===== src/rtl/ghp_pkg.sv =====
package ghp_pkg;
  localparam int GF_W = 128;
  localparam logic [GF_W-1:0] GF_RED = 128'h87;

  typedef logic [GF_W-1:0] gf_t;

  typedef enum logic [2:0] {
    ST_IDLE  = 3'd0,
    ST_RUN_N = 3'd1,
    ST_RUN_S = 3'd2,
    ST_FIN_A = 3'd3,
    ST_FIN_B = 3'd4,
    ST_DONE  = 3'd5
  } ghp_state_e;
endpackage


===== src/rtl/ghp_ctrl.sv =====
module ghp_ctrl
  import ghp_pkg::*;
(
  input  logic clk,
  input  logic rst_n,
  input  logic start,
  input  logic blk_valid,
  input  logic blk_last,
  output logic ready,
  output logic go,
  output logic br_clr,
  output logic upd_mul,
  output logic upd_add,
  output logic swap,
  output logic sel_fin,
  output logic cap_int,
  output logic cmp_int,
  output logic cap_res,
  output logic cmp_res,
  output logic note_blk,
  output logic done
);
  ghp_state_e st_q;
  ghp_state_e st_d;
  logic       take_n;
  logic       take_s;

  assign take_n = (st_q == ST_RUN_N) & blk_valid;
  assign take_s = (st_q == ST_RUN_S) & blk_valid;

  always_comb begin
    st_d = st_q;
    unique case (st_q)
      ST_IDLE:  if (start) st_d = ST_RUN_N;
      ST_RUN_N: if (blk_valid && blk_last) st_d = ST_RUN_S;
      ST_RUN_S: if (blk_valid && blk_last) st_d = ST_FIN_A;
      ST_FIN_A: st_d = ST_FIN_B;
      ST_FIN_B: st_d = ST_DONE;
      ST_DONE:  st_d = ST_IDLE;
      default:  st_d = ST_IDLE;
    endcase
  end

  always_ff @(posedge clk or negedge rst_n) begin
    if (!rst_n) st_q <= ST_IDLE;
    else        st_q <= st_d;
  end

  assign ready    = (st_q == ST_RUN_N) | (st_q == ST_RUN_S);
  assign go       = (st_q == ST_IDLE) & start;
  assign br_clr   = go | (take_n & blk_last);
  assign upd_mul  = (take_n | take_s) & ~blk_last;
  assign upd_add  = take_s & blk_last;
  assign swap     = (st_q == ST_RUN_S);
  assign sel_fin  = (st_q == ST_FIN_A) | (st_q == ST_FIN_B);
  assign cap_int  = take_n & blk_last;
  assign cmp_int  = take_s & blk_last;
  assign cap_res  = (st_q == ST_FIN_A);
  assign cmp_res  = (st_q == ST_FIN_B);
  assign note_blk = take_n;
  assign done     = (st_q == ST_DONE);
endmodule


===== config.mk =====
export PLATFORM = sky130hd
export DESIGN_NAME = ghp_ctrl
export DESIGN_NICKNAME = d
export VERILOG_FILES = /design/src/rtl/ghp_pkg.sv /design/src/rtl/ghp_ctrl.sv
export SDC_FILE = /design/constraint.sdc
export NUM_CORES = 1
export LEC_CHECK = 0
export BUFFER_PORTS_ARGS = -buffer_cell sky130_fd_sc_hd__buf_2
export CAP_MARGIN = 20
export CORE_AREA = 2 2 39 41
export CTS_CLUSTER_DIAMETER = 100
export DETAILED_ROUTE_END_ITERATION = 7
export DIE_AREA = 0 0 41 43
export PLACE_DENSITY_LB_ADDON = 0.08
export SYNTH_ARGS = -nofsm -noshare
export SYNTH_HDL_FRONTEND = slang
export SYNTH_SLANG_ARGS = --single-unit

===== constraint.sdc =====
create_clock -name clk -period 2.5 [get_ports clk]
set_input_delay 0.5 -clock clk [delete_from_list [all_inputs] [get_ports clk]]
set_output_delay 0.5 -clock clk [all_outputs]
set_load 0.05 [all_outputs]

# ---- Yosys cells after proc, flatten, opt, wreduce, memory -nomap -nowiden
# Index checks and enable logic that the tools add are counted.
dict set report classes {
  n_eq_ne 8
  muxes 4
  n_bitwise 11
  reduce_logical 3
}
# operator n
set ops {}
lappend ops {{$pmux W3 S5} 1}
lappend ops {{$mux W3} 3}
lappend ops {{$and A1 B1 Y1} 6}
lappend ops {{$eq A3 B2 Y1 const B} 2}
lappend ops {{$eq A3 B3 Y1 const B} 2}
lappend ops {{$ne A2 B1 Y1 const B} 2}
lappend ops {{$or A1 B1 Y1} 4}
lappend ops {{$eq A3 B1 Y1 const B} 1}
lappend ops {{$logic_not A3 Y1} 1}
lappend ops {{$reduce_and A3 Y1} 1}
lappend ops {{$ne A2 B2 Y1 const B} 1}
lappend ops {{$logic_and A1 B1 Y1} 1}
lappend ops {{$not A1 Y1} 1}
dict set report totals {
  register_bits 3
  inputBits 5
  output_inout_bits 13
  word_cells 27
}

# ---- Longest topological paths before layout
# Gate-level depths: netlist of run 1.
dict set report depth {
  ltp_word 4
  ltp_mapped 4
  depth_no_buf 3
}

# ---- Worst setup path after synthesis of run 1
# No wires, ideal clock.
dict set report synth_path {
  path_type {register to output}
  startpoint {register st_q[2]}
  endpoint {output cap_int}
  t_arrival_ns 2.243
  required_time_ns 2.000
  slack_ns -0.243
  path_stages_with_launch 3
  n_path_buf 1
  cell_sequence {dfrtp_1 -> buf_2 -> nor4b_1}
}
dict set report synth_between {
  elab_chain_cells 3
}
# element line_no
set synth_rtl {}
lappend synth_rtl {{from (decl)} ghp_ctrl.sv:23} ;# ghp_state_e st_q;
lappend synth_rtl {{from (signal assigned)} ghp_ctrl.sv:46} ;# else st_q <= st_d;
lappend synth_rtl {{$eq A3 B1 Y1} ghp_ctrl.sv:28} ;# assign take_n = (st_q == ST_RUN_N) & blk_valid;
lappend synth_rtl {{$and A1 B1 Y1} ghp_ctrl.sv:28}
lappend synth_rtl {{$and A1 B1 Y1} ghp_ctrl.sv:56} ;# assign cap_int = take_n & blk_last;
lappend synth_rtl {{to (decl)} ghp_ctrl.sv:16} ;# output logic cap_int,
# No other way between the ends.

# ---- Final worst setup path of run 1
dict set report layout_path {
  startpoint {register st_q[1]}
  endpoint {output sel_fin}
}
dict set report layout_between {
  elab_chain_cells 2
  word_cells_on_any_way 3
  cone_classes {eq/ne (2); bitwise (1)}
}
# element line_no
set layout_rtl {}
lappend layout_rtl {{$eq A3 B2 Y1 / $eq A3 B3 Y1 (equally long branches)} ghp_ctrl.sv:55} ;# assign sel_fin = (st_q == ST_FIN_A) | (st_q == ST_FIN_B);
lappend layout_rtl {{$or A1 B1 Y1 *} ghp_ctrl.sv:55}
lappend layout_rtl {{to (decl)} ghp_ctrl.sv:15} ;# output logic sel_fin,
# Mark *: on every way between the ends. The rest lies on a longest branch, timed or not.

==> results of run 1 <==
layout by cell type (no fill, tap or decap), types with 2 or more instances in the layout:
cell type and count:
clkbuf_4 3, or2_2 2, nor2_1 3, nor4b_1 2, nand2_1 2, nand3_1 2, dfrtp_1 3, buf_2 17
worst max-delay path, cell delays in order (launching register included):
cell,delay (ns)
dfrtp_1,0.58
nor2_1,0.10
and2_4,0.17
or2_2,0.28
buf_2,0.21
layer usage:
metal / vias up / share of wire
met5: - / 0
met2: 11 / 0.45
met4: 0 / 0
met3: 0 / 0.094
li1: 156 / -
met1: 129 / 0.45
metrics by stage:
step / setup slack [ns] / util / cell area, um2
after floorplan: -0.243 / - / 295
after CTS: 0.428 / 0.286 / 395
final: 0.430 / 0.286 / 395
after global placement: 0.706 / 0.267 / 369
after global routing: 0.352 / 0.286 / 395
after detailed placement: 0.677 / 0.267 / 369
worst paths after layout:
kind | slack (ns) | startpoint | depth (start not counted) | to
min in group clk | 0.55 | start | 3 | st_q[0]
worst max register to register | 1.24 | st_q[1] | 3 | st_q[2]
worst min register to register | 0.68 | st_q[2] | 1 | st_q[1]
worst min-delay path | 0.06 | rst_n | 1 | st_q[1]
worst max-delay path | 0.43 | st_q[1] | 4 | sel_fin
max in group asynchronous | 2.33 | rst_n | 1 | st_q[2]
logic make-up after synthesis:
group                  after synthesis  synth area share
flip-flops                           3             0.254
AO/OA/AOI/OAI                        5             0.102
AND/OR/NAND/NOR                     21             0.508
buffers and inverters                4             0.106
XOR/XNOR                             1            0.0297
final cells by class:
type	count	area, um2
fill	159	988
multi-input combinational	27	189
timing repair buffer	17	85.1
sequential	3	75.1
clock buffer	4	26.3
tap	16	20.0
==> flow_summary.json, run 1 <==
{
  "tightest_slew_ns": 0.401,
  "grt-ovfl-total": 0,
  "met2_usage": 0.106,
  "ant_nets": 0,
  "yosysWarnings": 0,
  "async_flop_share": 1.00,
  "hold_viol": 0,
  "synth_edf_count": 0,
  "grt_use_met3": 0.0157,
  "ys_seq_area_frac": 0.254,
  "yosysTopAreaCell": "dfrtp_1",
  "top_register": "st_q",
  "synth_ff_type": "dfrtp_1",
  "cts_buffers": 3,
  "period_needed_ns": 2.07,
  "tns_ns": 0,
  "vias": 296,
  "status": "completed",
  "first_global_vias": 223,
  "syn_area_um2": 295,
  "cts_buffer_depth": 2,
  "grt_max_degree": 14,
  "rsz0062_at_grt": "false",
  "slew_violations": 0,
  "cts_root_buffer": "clkbuf_4",
  "routed_via_density": 4.42,
  "dp_cells": 63,
  "hold_slack_ns": 0.0562,
  "skew_ns": 0.00363,
  "ys_ff_latch": 3,
  "clkTransAtPathRegs_ns": 0.04,
  "initial_core_util": 0.213,
  "die_h_um": 43,
  "cts-resized-gates": 0,
  "largest_reg_flops": 3,
  "grt_antenna_before_repair": 0,
  "post_cts_buffers": 0,
  "core_um2": 1380,
  "max_freq_mhz": 483,
  "dieArea_um2": 1760,
  "dp_hpwl_um": 506,
  "numPortBuffers": 17,
  "drc": 0,
  "drive_gt1_frac": 0.510,
  "nNetsFinal": 57,
  "grt_pass1_wl_um": 938,
  "area_growth_pct": 33.9,
  "slew_headroom": 0.733,
  "post-route-period-util": 0.828,
  "synth_top_area_frac": 0.254,
  "drtIter0Drc": 3,
  "finalNonFillerCells": 67,
  "postCtsHoldBufs": 0,
  "cp_max_fo": 11,
  "arrival_ns": 1.57,
  "n_antenna_cell": 0,
  "syn_inst": 34,
  "start_kind": "register",
  "finalWeightedCongestion": 0.659,
  "worstSetupPathType": "reg2out",
  "finalSetupViolations": 0,
  "drt-total-wl_um": 659,
  "grt_util_met1": 0.104,
  "drt_first_pass_iters": 2,
  "synthesis.nets": 39,
  "rows": 14,
  "cts_tree": "done",
  "netlist_top_cells_count": "dfrtp_1 (3), nor2_1 (3)",
  "ys_types": 25,
  "wl_per_cell_um": 9.84,
  "required_ns": 2.00,
  "busiest_layer": "met2",
  "htreeDepth": 1,
  "grt_usage": 0.0785,
  "yosys-top-cells-area": "dfrtp_1 (25%), nor4b_1 (5.9%), buf_4 (5.1%)",
  "cp-end-kind": "primary output",
  "holdCritPathClass": "in2async",
  "clkLatencyLatePin_ns": 0.23,
  "cts.sink_count": 3,
  "cap_violations": 0,
  "reg_top3": "st_q (3)",
  "syn_area_per_cell_um2": 8.68,
  "top_level_ports": 18,
  "die_w_um": 41
}
Power of run 1 is not shown: default switching activity piles up to over one toggle a cycle in this logic, so the estimate is an artifact.
==> run 2: changes to the inputs <==
--- a/config.mk
+++ b/config.mk
@@ -5,6 +5,7 @@
 export SDC_FILE = /design/constraint.sdc
 export NUM_CORES = 1
 export LEC_CHECK = 0
+export ABC_AREA = 1
 export BUFFER_PORTS_ARGS = -buffer_cell sky130_fd_sc_hd__buf_2
 export CAP_MARGIN = 20
 export CORE_AREA = 2 2 39 41
==> constraint.sdc (replaced) <==
create_clock -name clk -period 2 [get_ports clk]
set_input_delay 0.4 -clock clk [delete_from_list [all_inputs] [get_ports clk]]
set_output_delay 0.4 -clock clk [all_outputs]
set_load 0.05 [all_outputs]
==> run 2 against run 1 <==
Effect of this change: setup slack got worse by 0.28 ns; sequential share of layout area rose by 0.12 points; die area did not move; non-clock buffer count rose by 1; worst hold slack improved by 0.44 ns; utilization fell by 0.18 points; synthesized area fell by 13%; global-route usage rose by 2.2 points; via count rose by 11%; critical path type unchanged.
==> flow_summary.json, run 2 <==
{
  "ant_nets": 0,
  "fin_util": 0.284,
  "rows": 14,
  "finalWeightedCongestion": 0.758,
  "slew_violations": 0,
  "post_cts_buffers": 0,
  "initial_core_util": 0.185,
  "cts.sink_count": 3,
  "yosysWarnings": 0,
  "status": "completed",
  "grt_max_degree": 9,
  "syn_area_per_cell_um2": 6.26,
  "start_kind": "register",
  "cp-end-kind": "primary output",
  "syn_area_um2": 256,
  "nNetsFinal": 68,
  "cts_buffer_depth": 2,
  "final_common_cell": "buf_2",
  "grt_pass1_wl_um": 1190,
  "die_h_um": 43,
  "numPortBuffers": 17,
  "grt-ovfl-total": 0,
  "worstSetupPathType": "reg2out",
  "finalSetupViolations": 0,
  "syn_inst": 41,
  "post-route-period-util": 0.925,
  "drive_gt1_frac": 0.452,
  "rsz0062_at_grt": "false",
  "ys_ff_latch": 3,
  "reg_top3": "st_q (3)",
  "synthesis.nets": 46,
  "drt-total-wl_um": 728,
  "wl_per_cell_um": 9.33,
  "cp_max_fo": 7,
  "first_global_vias": 286,
  "drc": 0,
  "cap_violations": 0,
  "skew_ns": 0.00124,
  "top_level_ports": 18,
  "holdCritPathClass": "in2async",
  "max_freq_mhz": 540,
  "cts_root_buffer": "clkbuf_4",
  "core_um2": 1380,
  "synth_ff_type": "dfrtp_1",
  "drt_first_pass_iters": 4,
  "required_ns": 1.60,
  "reg2reg_to": "st_q[0]",
  "slew_headroom": 0.805,
  "cts_tree": "done",
  "reg2reg_setup_slack_ns": 0.91,
  "cts_buffers": 3,
  "top_register": "st_q",
  "yosysMostFrequentCell": "nand2_1",
  "dp_hpwl_um": 573,
  "cts-resized-gates": 0,
  "netlist_top_cells_count": "nand2_1 (9), nor2_1 (7), inv_1 (4)",
  "clkLatencyLatePin_ns": 0.23,
  "arrival_ns": 1.45,
  "tightest_slew_ns": 0.292,
  "hold_slack_ns": 0.492,
  "ys_types": 14,
  "die_w_um": 41,
  "async_flop_share": 1.00,
  "r2r_cells": 4,
  "grt_usage": 0.100,
  "synth_top_area_frac": 0.293,
  "yosysTopAreaCell": "dfrtp_1",
  "clkTransAtPathRegs_ns": 0.04,
  "r2r_start": "st_q[0]",
  "largest_reg_flops": 3,
  "hold_viol": 0,
  "routed_via_density": 4.21,
  "grt_antenna_before_repair": 0,
  "area_growth_pct": 53.2,
  "yosys-top-cells-area": "dfrtp_1 (29%), nand2_1 (13%), nor2_1 (10%)",
  "final_cell_mix": "buf_2 (17), nand2_1 (9), nor2_1 (6)",
  "drtIter0Drc": 2,
  "tns_ns": 0,
  "ys_seq_area_frac": 0.293,
  "period_needed_ns": 1.85,
  "n_antenna_cell": 0,
  "htreeDepth": 1,
  "synth_edf_count": 0,
  "vias": 328,
  "dieArea_um2": 1760
}
==> run 2: cell types whose count changed after synthesis, moves of 3 or more <==
cell     previous run  this run
nand2_1             2         9
inv_1               0         4
nor2_1              3         7
inv_2               0         3
==> run 2: worst max path at each step <==
stage	to	slack, ns	from	cells past startpoint
after CTS	br_clr	0.14	st_q[0]	4
final	br_clr	0.15	st_q[0]	4
after detailed placement	br_clr	0.41	st_q[0]	4
after global placement	br_clr	0.36	st_q[0]	4
after floorplan	br_clr	0.13	st_q[0]	3
after global routing	br_clr	0.007	st_q[0]	4
==> run 2: cell type report <==
| cell class | instances | area, um2 |
|---|---|---|
| clock buffer | 4 | 26.3 |
| fill | 163 | 991 |
| inverter | 7 | 26.3 |
| multi-input combinational | 30 | 150 |
| sequential | 3 | 75.1 |
| tap | 16 | 20.0 |
| timing repair buffer | 18 | 95.1 |
==> run 2: per-stage QoR <==
stage               instances  area [um2]  worst slack, ns
finish                     78         393            0.149
global route               78         393          0.00692
CTS                        78         393            0.135
floorplan                  41         259            0.135
detailed placement         73         357            0.411
global placement           73         357            0.361
==> run 2: layer usage <==
| layer | vias up | global-route usage | share of wire |
|---|---|---|---|
| met3 | 2 | 0.0314 | 0.067 |
| met1 | 141 | 0.134 | 0.46 |
| met5 | - | 0 | 0 |
| met2 | 10 | 0.134 | 0.46 |
| li1 | 175 | - | - |
| met4 | 0 | 0.0600 | 0.014 |
==> run 2: repair_timing <==
item	CTS	global route
hold buffers	1	0
setup endpoints to repair	0	0
hold endpoints to repair	3	0
==> run 2: critical path, cell delays in order, from the launching register on <==
cell	delay [ns]
dfrtp_1	0.47
nor2_1	0.21
nand2_1	0.09
o22ai_1	0.15
buf_2	0.28
==> run 2: cells by family (layout without fill, tap and decap cells) <==
family | Yosys count | in the layout | share of synthesized area
flops | 3 | 3 | 0.293
buf+inv | 8 | 29 | 0.132
compound gates | 4 | 4 | 0.0829
simple gates | 26 | 26 | 0.493
Power of run 2 is left out for the same reason.
==> run 3: changes to the inputs <==
--- a/config.mk
+++ b/config.mk
@@ -5,14 +5,13 @@
 export SDC_FILE = /design/constraint.sdc
 export NUM_CORES = 1
 export LEC_CHECK = 0
-export ABC_AREA = 1
 export BUFFER_PORTS_ARGS = -buffer_cell sky130_fd_sc_hd__buf_2
 export CAP_MARGIN = 20
 export CORE_AREA = 2 2 39 41
-export CTS_CLUSTER_DIAMETER = 100
+export CTS_CLUSTER_DIAMETER = 120
 export DETAILED_ROUTE_END_ITERATION = 7
 export DIE_AREA = 0 0 41 43
-export PLACE_DENSITY_LB_ADDON = 0.08
+export PLACE_DENSITY = 0.51
 export SYNTH_ARGS = -nofsm -noshare
 export SYNTH_HDL_FRONTEND = slang
 export SYNTH_SLANG_ARGS = --single-unit
==> run 3 against run 2 <==
Effect of this change: worst hold slack lost 0.044 ns; critical path depth is the same; count of clock-buffer cells in the layout is the same; cell area grew 3.8%; largest cell class unchanged; first-iteration DRC count is the same; wire length shrank 9.5%; via count shrank 9.8%; sequential cell count is the same.
==> flow_summary.json, run 3 (same netlist as run 1, synthesis figures left out) <==
{
  "status": "completed",
  "die_w_um": 41,
  "htreeDepth": 1,
  "largest_reg_flops": 3,
  "tns_ns": 0,
  "top_register": "st_q",
  "grt_max_degree": 14,
  "reg_top3": "st_q (3)",
  "top_level_ports": 18,
  "finalSetupViolations": 0,
  "grt_antenna_before_repair": 0,
  "grt_usage": 0.0805,
  "cp-end-kind": "primary output",
  "core_um2": 1380,
  "hold_viol": 0,
  "setup_ws_ns": 0.156,
  "cts.sink_count": 3,
  "drt_first_pass_iters": 3,
  "area_growth_pct": 38.1,
  "cts_tree": "done",
  "skew_ns": 0.00283,
  "pre_cts_ws_ns": 0.307,
  "final_common_cell": "buf_2",
  "holdCritPathClass": "in2reg",
  "die_h_um": 43,
  "post-route-period-util": 0.922,
  "slew_violations": 0,
  "cap_violations": 0,
  "worstSetupPathType": "reg2out",
  "wl_per_cell_um": 9.69,
  "nNetsFinal": 58,
  "vias": 296,
  "clkTransAtPathRegs_ns": 0.04,
  "finalNonFillerCells": 68,
  "arrival_ns": 1.44,
  "first_global_vias": 238,
  "dp_hpwl_um": 488,
  "ant_nets": 0,
  "initial_core_util": 0.213,
  "start_kind": "register",
  "dieArea_um2": 1760,
  "drc": 0,
  "numPortBuffers": 17,
  "grt-ovfl-total": 0,
  "max_freq_mhz": 542,
  "required_ns": 1.60,
  "tightest_slew_ns": 0.382,
  "cts_buffers": 3,
  "period_needed_ns": 1.84,
  "drt-total-wl_um": 659,
  "clkLatencyLatePin_ns": 0.24,
  "cts_buffer_depth": 2,
  "routed_via_density": 4.35,
  "cp_cell_sequence": "nor2_1 > and2_4 > or2_2 > buf_2",
  "slew_headroom": 0.745,
  "drtIter0Drc": 2,
  "final_cell_mix": "buf_2 (17), nor2_1 (3), clkbuf_4 (3)",
  "slowest_stage": "dfrtp_2",
  "finalWeightedCongestion": 0.595,
  "drive_gt1_frac": 0.538,
  "crit_path_max_incr_delay_ns": 0.48,
  "rsz0062_at_grt": "false",
  "fillers": 146,
  "rows": 14,
  "grt_pass1_wl_um": 903,
  "dp_cells": 63,
  "cp_max_fo": 11,
  "cts_root_buffer": "clkbuf_4",
  "n_antenna_cell": 0
}
-- run 3: through the flow --
| step | utilization | hold WS, ns | instance area [um2] |
|---|---|---|---|
| 3_3_place_gp | 0.267 | 0.200 | 369 |
| 2_1_floorplan | - | 0.104 | 295 |
| 6_report | 0.295 | 0.449 | 408 |
| 5_1_grt | 0.295 | 0.469 | 408 |
| 4_1_cts | 0.293 | 0.447 | 405 |
| 3_5_place_dp | 0.267 | 0.200 | 369 |
-- run 3: worst paths after layout --
path / from / endpoint / slack, ns / cells past startpoint
max reg2reg: st_q[1] / st_q[2] / 0.87 / 3
max in group asynchronous: rst_n / st_q[0] / 1.39 / 2
min in group asynchronous: rst_n / st_q[1] / 0.49 / 2
min reg2reg: st_q[2] / st_q[1] / 0.67 / 1
max: st_q[1] / sel_fin / 0.16 / 4
min: start / st_q[0] / 0.45 / 3
-- run 3: what timing repair did --
action,4_1_cts,5_1_grt
gates resized for setup,0,2
hold endpoints to repair,3,0
hold buffers,1,0
endpoints found under the setup margin,0,1
buffers inserted,0,0
-- run 3: layer usage --
layer | GRT usage | wire length (um) | up-vias
li1 | - | - | 154
met1 | 0.0906 | 293 | 128
met2 | 0.106 | 303 | 12
met3 | 0.0157 | 46 | 2
met4 | 0.100 | 16 | 0
met5 | 0 | 0 | -
-- run 3: worst max-delay path: cells and delay by family (launching register included) --
kind / cells / cell delay [ns]
simple gates: 3 / 0.52
flops: 1 / 0.48
buf+inv: 1 / 0.21
-- run 3: final cells by class --
class,count,area [um2],share of cell area
clock buffer,4,26.3,0.0644
multi-input combinational,27,189,0.463
sequential,3,77.6,0.190
tap,16,20.0,0.0491
timing repair buffer,18,95.1,0.233
Power of run 3 is left out for the same reason.
